File: config.mk
export PLATFORM = sky130hd
export DESIGN_NAME = stby_wake_ctrl
export DESIGN_NICKNAME = d
export VERILOG_FILES = /design/src/rtl/stby_wake_pkg.sv /design/src/rtl/stby_entry_chk.sv /design/src/rtl/stby_settle_cnt.sv /design/src/rtl/stby_wake_arb.sv /design/src/rtl/stby_wake_ctrl.sv
export SDC_FILE = /design/constraint.sdc
export NUM_CORES = 1
export LEC_CHECK = 0
export BUFFER_PORTS_ARGS = -buffer_cell sky130_fd_sc_hd__clkbuf_2
export CAP_MARGIN = 10
export CORE_ASPECT_RATIO = 2
export CORE_MARGIN = 1
export CORE_UTILIZATION = 40
export DETAILED_ROUTE_END_ITERATION = 6
export GPL_TIMING_DRIVEN = 0
export PLACE_DENSITY = 0.63
export SYNTH_ARGS = -nofsm -noshare
export SYNTH_HDL_FRONTEND = slang
export SYNTH_HIERARCHICAL = 1
export SYNTH_SLANG_ARGS = --single-unit
File: constraint.sdc
create_clock -name clk -period 7.3 [get_ports clk]
set_clock_uncertainty 0.15 [all_clocks]
set_input_delay 0.73 -clock clk [delete_from_list [all_inputs] [get_ports clk]]
set_output_delay 0.73 -clock clk [all_outputs]
set_load 0.1 [all_outputs]
File: src/rtl/stby_wake_pkg.sv
package stby_wake_pkg;

   typedef enum logic [2:0] {
      ST_RUN     = 3'd0,
      ST_STBY    = 3'd1,
      ST_SETTLE  = 3'd2,
      ST_RSTHOLD = 3'd3,
      ST_HWSTBY  = 3'd4
   } stby_state_e;

   // fixed wake-cause bit positions, IRQ lines follow from IDX_IRQ0 upward
   localparam int IDX_RES  = 0;
   localparam int IDX_HW   = 1;
   localparam int IDX_NMI  = 2;
   localparam int IDX_IRQ0 = 3;

   localparam int EXP_W = 8;

endpackage

File: src/rtl/stby_entry_chk.sv
module stby_entry_chk
   import stby_wake_pkg::*;
#(
   parameter int BASE_LOG2 = 13,
   parameter int MIN_LOG2  = 17,
   parameter int CNT_W     = 24
) (
   input  logic [2:0]       sts_sel,
   input  logic [1:0]       div_sel,
   input  logic             ext_clk_mode,
   input  logic             wdt_wd_mode,
   input  logic             bus_rel_en,
   output logic             legal,
   output logic [CNT_W-1:0] len_m1
);

   logic [EXP_W-1:0] exp_v;
   logic             long_enough;

   always_comb begin
      exp_v       = EXP_W'(BASE_LOG2) + EXP_W'(sts_sel) + EXP_W'(div_sel);
      len_m1      = (CNT_W'(1) << exp_v) - CNT_W'(1);
      long_enough = ext_clk_mode || (exp_v >= EXP_W'(MIN_LOG2));
      legal       = !wdt_wd_mode && !bus_rel_en && long_enough;
   end

endmodule

File: src/rtl/stby_settle_cnt.sv
module stby_settle_cnt #(
   parameter int CNT_W = 24
) (
   input  logic             clk,
   input  logic             por_n,
   input  logic             load,
   input  logic [CNT_W-1:0] load_val,
   input  logic             run,
   output logic             done
);

   logic [CNT_W-1:0] cnt_q;

   always_ff @(posedge clk or negedge por_n) begin
      if (!por_n) begin
         cnt_q <= '0;
      end else if (load) begin
         cnt_q <= load_val;
      end else if (run && (cnt_q != '0)) begin
         cnt_q <= cnt_q - CNT_W'(1);
      end
   end

   assign done = (cnt_q == '0);

endmodule

File: src/rtl/stby_wake_arb.sv
module stby_wake_arb #(
   parameter int IRQ_N = 3
) (
   input  logic             res_pin_n,
   input  logic             hstby_pin_n,
   input  logic             irq_window,
   input  logic             nmi,
   input  logic [IRQ_N-1:0] irq,
   input  logic [IRQ_N-1:0] irq_en,
   input  logic [IRQ_N-1:0] irq_mask,
   output logic [IRQ_N+2:0] grant,
   output logic             int_wake
);

   localparam int SRC_N = IRQ_N + 3;

   logic [SRC_N-1:0] req;
   logic [SRC_N:0]   taken;

   assign req[0] = !res_pin_n;
   assign req[1] = !hstby_pin_n;
   assign req[2] = irq_window & nmi;

   for (genvar k = 0; k < IRQ_N; k++) begin : g_irq_qual
      assign req[3+k] = irq_window & irq[k] & irq_en[k] & !irq_mask[k];
   end

   assign taken[0] = 1'b0;

   for (genvar i = 0; i < SRC_N; i++) begin : g_prio
      assign grant[i]   = req[i] & !taken[i];
      assign taken[i+1] = taken[i] | req[i];
   end

   assign int_wake = |req[SRC_N-1:2];

endmodule

File: src/rtl/stby_wake_ctrl.sv
module stby_wake_ctrl
   import stby_wake_pkg::*;
#(
   parameter int BASE_LOG2 = 13,
   parameter int MIN_LOG2  = 17,
   parameter int IRQ_N     = 3
) (
   input  logic             clk,
   input  logic             por_n,
   input  logic             sleep_stb,
   input  logic             sby_sel,
   input  logic [2:0]       sts_sel,
   input  logic [1:0]       div_sel,
   input  logic             ext_clk_mode,
   input  logic             wdt_wd_mode,
   input  logic             bus_rel_en,
   input  logic             nmi,
   input  logic [IRQ_N-1:0] irq,
   input  logic [IRQ_N-1:0] irq_en,
   input  logic [IRQ_N-1:0] irq_mask,
   input  logic             res_pin_n,
   input  logic             hstby_pin_n,
   output logic             osc_en,
   output logic             clk_gate_en,
   output logic             in_standby,
   output logic             hw_stby_req,
   output logic             sleep_req,
   output logic             refuse_err,
   output logic [IRQ_N+2:0] wake_cause,
   output logic             irq_start,
   output logic             reset_start
);

   localparam int CNT_W = BASE_LOG2 + 11;
   localparam int SRC_N = IRQ_N + 3;

   // elaboration-time parameter checks
   if (BASE_LOG2 < 1 || BASE_LOG2 > 40) begin : g_bad_base
      $error("stby_wake_ctrl: BASE_LOG2 out of range");
   end
   if (IRQ_N < 1 || IRQ_N > 8) begin : g_bad_irq
      $error("stby_wake_ctrl: IRQ_N out of range");
   end
   if (MIN_LOG2 > BASE_LOG2 + 10) begin : g_bad_min
      $error("stby_wake_ctrl: MIN_LOG2 unreachable in crystal mode");
   end

   stby_state_e      state_q, state_d;
   logic             legal;
   logic [CNT_W-1:0] len_m1;
   logic             settle_done;
   logic [SRC_N-1:0] grant;
   logic             int_wake;
   logic             do_load, set_err, clr_err;
   logic             slp_d, irqs_d, rsts_d, cause_upd;

   stby_entry_chk #(
      .BASE_LOG2 (BASE_LOG2),
      .MIN_LOG2  (MIN_LOG2),
      .CNT_W     (CNT_W)
   ) u_entry (
      .sts_sel      (sts_sel),
      .div_sel      (div_sel),
      .ext_clk_mode (ext_clk_mode),
      .wdt_wd_mode  (wdt_wd_mode),
      .bus_rel_en   (bus_rel_en),
      .legal        (legal),
      .len_m1       (len_m1)
   );

   stby_settle_cnt #(
      .CNT_W (CNT_W)
   ) u_settle (
      .clk      (clk),
      .por_n    (por_n),
      .load     (do_load),
      .load_val (len_m1),
      .run      (state_q == ST_SETTLE),
      .done     (settle_done)
   );

   stby_wake_arb #(
      .IRQ_N (IRQ_N)
   ) u_arb (
      .res_pin_n   (res_pin_n),
      .hstby_pin_n (hstby_pin_n),
      .irq_window  (state_q == ST_STBY),
      .nmi         (nmi),
      .irq         (irq),
      .irq_en      (irq_en),
      .irq_mask    (irq_mask),
      .grant       (grant),
      .int_wake    (int_wake)
   );

   always_comb begin
      state_d = state_q;
      do_load = 1'b0;
      set_err = 1'b0;
      clr_err = 1'b0;
      slp_d   = 1'b0;
      irqs_d  = 1'b0;
      rsts_d  = 1'b0;
      if (grant[IDX_RES]) begin
         state_d = ST_RSTHOLD;
      end else if (grant[IDX_HW]) begin
         state_d = ST_HWSTBY;
      end else begin
         unique case (state_q)
            ST_RUN: begin
               if (sleep_stb) begin
                  if (!sby_sel) begin
                     slp_d = 1'b1;
                  end else if (legal) begin
                     state_d = ST_STBY;
                     do_load = 1'b1;
                     clr_err = 1'b1;
                  end else begin
                     set_err = 1'b1;
                  end
               end
            end
            ST_STBY: begin
               if (int_wake) state_d = ST_SETTLE;
            end
            ST_SETTLE: begin
               if (settle_done) begin
                  state_d = ST_RUN;
                  irqs_d  = 1'b1;
               end
            end
            ST_RSTHOLD: begin
               state_d = ST_RUN;
               rsts_d  = 1'b1;
            end
            ST_HWSTBY: begin
               state_d = ST_HWSTBY;
            end
            default: begin
               state_d = ST_RUN;
            end
         endcase
      end
      cause_upd = (state_d != state_q) &&
                  (state_d inside {ST_RSTHOLD, ST_HWSTBY, ST_SETTLE});
   end

   always_ff @(posedge clk or negedge por_n) begin
      if (!por_n) begin
         state_q     <= ST_RUN;
         refuse_err  <= 1'b0;
         wake_cause  <= '0;
         sleep_req   <= 1'b0;
         irq_start   <= 1'b0;
         reset_start <= 1'b0;
      end else begin
         state_q     <= state_d;
         sleep_req   <= slp_d;
         irq_start   <= irqs_d;
         reset_start <= rsts_d;
         if (set_err) begin
            refuse_err <= 1'b1;
         end else if (clr_err) begin
            refuse_err <= 1'b0;
         end
         if (cause_upd) begin
            wake_cause <= grant;
         end
      end
   end

   assign osc_en      = state_q inside {ST_RUN, ST_SETTLE, ST_RSTHOLD};
   assign clk_gate_en = state_q inside {ST_RUN, ST_RSTHOLD};
   assign in_standby  = (state_q == ST_STBY);
   assign hw_stby_req = (state_q == ST_HWSTBY);

endmodule

==> metrics <==
pre-CTS setup slack 2700 ps; Resize count post-CTS 0; DR iter-0 viols roughly 190; ANT nets after route 0; post-CTS setup buffers 0; multi-input logic area approximately 1800 µm²; Clk pin slew, worst setup/hold paths 60 ps; Setup violations, final 0; CTS Root Cell clkbuf_16; Worst EP required 7330 ps; final cell area excluding filler cells 3350 µm²; PD cells ~220 nW/µm²; DIE AREA about 7600 µm²; Clk Latency, worst-skew pair 280 ps; vias in the first global route 2974; critical path capture point u_settle/cnt_q[0]; leakage between 1 and 1.5 nW; setup ws final 2960 ps; first-pass GRT wire length ~14 mm; Worst Max-Slew Pin Slew ~960 ps; DR vias/cell 5.86; slack of the worst reg-to-reg path 4200 ps; element type at the critical path end flop; peak supply drop roughly 0.095 mV; YS warnings 6; Post-synth EDFFs 0; WL per Instance 16.9 µm; Mapped Cells between 300 and 400; Area Overhead vs Synth 15.7%; share of power burned in registers 0.384; CP startpoint sts_sel[0]; IO Count 38; final hold violation count 0; Final Cycle Share 0.594; Synth cell types 69; via count around 2800; met2 Usage GRT 0.490; Hold Crit Class reg -> reg; commonest non-fill, non-tap cells in the layout clkbuf_2 (37), dfrtp_1 (37), nand2_1 (34); Core Region 6940 µm²; Reg-to-Reg Start u_settle/cnt_q[0]; flip-flop and latch area 926 µm²; CTS max path bufs 2; run status complete, no violations; Slew Viols, Final 0; syn_nets 376; Worst Path Buf+Inv 6; CP Cell Sequence clkbuf_2, inv_1, ha_1, fa_1, ha_1, buf_2, and2_1, clkbuf_1, a31oi_1, o21a_1, nand4_1, nor3_1, clkbuf_1, clkbuf_1, nand2_1, o21ai_0; Num CTS Buffers 5; Psw 274 µW; H-tree levels 2; CTS tree built; Initial Utilization 0.417; GR Util All Layers 0.233; Crit Path Max Fanout 10; placed cells around 470; drt drc 0; global route hottest layer met2; Max Cap Viol 0; initial antenna violation count 0; total negative slack 0 ps; clk sink count 37; grt ovf 0; fraction of layout cells with a size suffix above 1 0.203; reg-to-reg endpoint wake_cause[2]; Tmin final 4340 ps; M1 GR Usage 0.195; Detailed Place HPWL 6.36 mm; Gate power share 0.305; most used cell, CP clkbuf_1; WP depth 16; Reg2Reg Depth 10; Max Fclk 231 MHz; Avg Cell Area, Syn 8.39 µm²; Die W 62.2 µm; GPL Wtd Cong 0.907; Crit Path Class in -> reg; register bit count reported by yosys 37; CP max stage delay 430 ps; Worst path top cell family by delay buffers and inverters; relative slew slack 0.363; GRT met3 Usage 0.0251; antenna cells 0; Tot Pwr roughly 740 µW; DP Area 3190 µm²; prevailing post-synth register cell dfrtp_1; sw frac 0.371; Filler cells approximately 670; final wirelength 8.12 mm; clock share of power 0.311; critical path data arrival time approximately 4400 ps; buffers added on ports 37; Final Util 0.483; CP max stage cell nor3_1; largest net degree at the start of global routing 38; Netlist Area Pre-Place 2900 µm²; CTS Hold Bufs 0; Nets 420; crit path launch type input port; WHS ~330 ps; Rows 43; Layout Cells excl Fill 480; sequential cell area fraction in the yosys report 0.320; async set or reset register ratio after synthesis 1.00; RSZ-0062 raised after global routing no; drt pass-1 iters 4; internal power 464 µW; Die Y 122 µm
==> sequential cells by signal, indices dropped and copies added (netlist names) <==
register / count
state_q: 3
wake_cause: 6
irq_start: 1
u_settle/cnt_q: 24
refuse_err: 1
sleep_req: 1
reset_start: 1
==> cell type report <==
type,count,share of cell area
Multi-Input combinational cell,269,0.537
Sequential cell,37,0.276
Timing Repair Buffer,37,0.0553
Clock buffer,7,0.0456
Buffer,24,0.0344
Tap cell,90,0.0336
Inverter,15,0.0168
Clock inverter,1,0.00149
==> logic make-up (layout without fill, tap and decap cells) <==
| logic type | Yosys count | count (layout) | synth area share |
|---|---|---|---|
| buffers and inverters | 39 | 84 | 0.0592 |
| AOI/OAI and AO/OA | 91 | 91 | 0.210 |
| xor gates and xnor gates | 21 | 21 | 0.0635 |
| and+or+nand+nor | 146 | 146 | 0.293 |
| DFF | 37 | 37 | 0.320 |
| muxes | 4 | 4 | 0.0207 |
| adders and majority gates | 7 | 7 | 0.0328 |
==> Yosys cell counts (all sizes together), types with 2 or more instances <==
master,number,area [µm²]
a22o,2,17.5
o31ai,4,30.0
nor4,13,103
nand4,7,50.1
nand3b,3,22.5
o21ai,40,204
and3b,2,17.5
o311ai,3,26.3
or3,5,31.3
a32o,3,31.3
nor2b,5,38.8
nor4b,2,32.5
inv,15,56.3
ha,6,75.1
nand4b,2,17.5
o211ai,6,45.0
dfrtp,37,926
xor2,8,70.1
nor3b,2,15.0
xnor2,13,114
a21oi,13,65.1
nand3,10,50.1
and4,4,35.0
clkbuf,11,41.3
nor3,16,85.1
o2bb2ai,2,17.5
or4,4,33.8
o21a,2,22.5
a211o,2,17.5
nand2,34,128
a31oi,2,12.5
buf,13,73.8
nand2b,4,25.0
mux2,4,60.1
nor2,24,92.6
a211oi,2,15.0
and2,3,18.8
==> power groups by stage <==
stage,Combinational (mW),Sequential [mW],Clock [mW]
after floorplan,0.142,0.307,0
after global placement,0.219,0.284,0
after detailed placement,0.223,0.287,0
after CTS,0.225,0.283,0.235
after global routing,0.247,0.290,0.241
final,0.225,0.283,0.230
==> worst min path at each step <==
stage                              from       endpoint  cells past startpoint
after floorplan                   por_n      irq_start                      0
after global placement       refuse_err     refuse_err                      2
after detailed placement     refuse_err     refuse_err                      2
after CTS                    refuse_err     refuse_err                      2
after global routing      wake_cause[0]  wake_cause[0]                      1
final                        refuse_err     refuse_err                      2
==> layer usage <==
metal,up-vias,share of wire,wire length [µm]
met5,-,0,0
met4,0,0.043,351
met3,23,0.023,186
met2,80,0.59,4790
met1,1357,0.34,2790
li1,1354,-,-
==> worst register-to-register path: cells and delay by family (launching register included) <==
family / cells / cell delay, ps
buffers and inverters: 1 / 110
adders and majority gates: 1 / 170
AOI/OAI and AO/OA: 3 / 680
DFF: 1 / 380
and+or+nand+nor: 4 / 1180
muxes: 1 / 320
No activity file was read; power rests on OpenSTA's default activity.
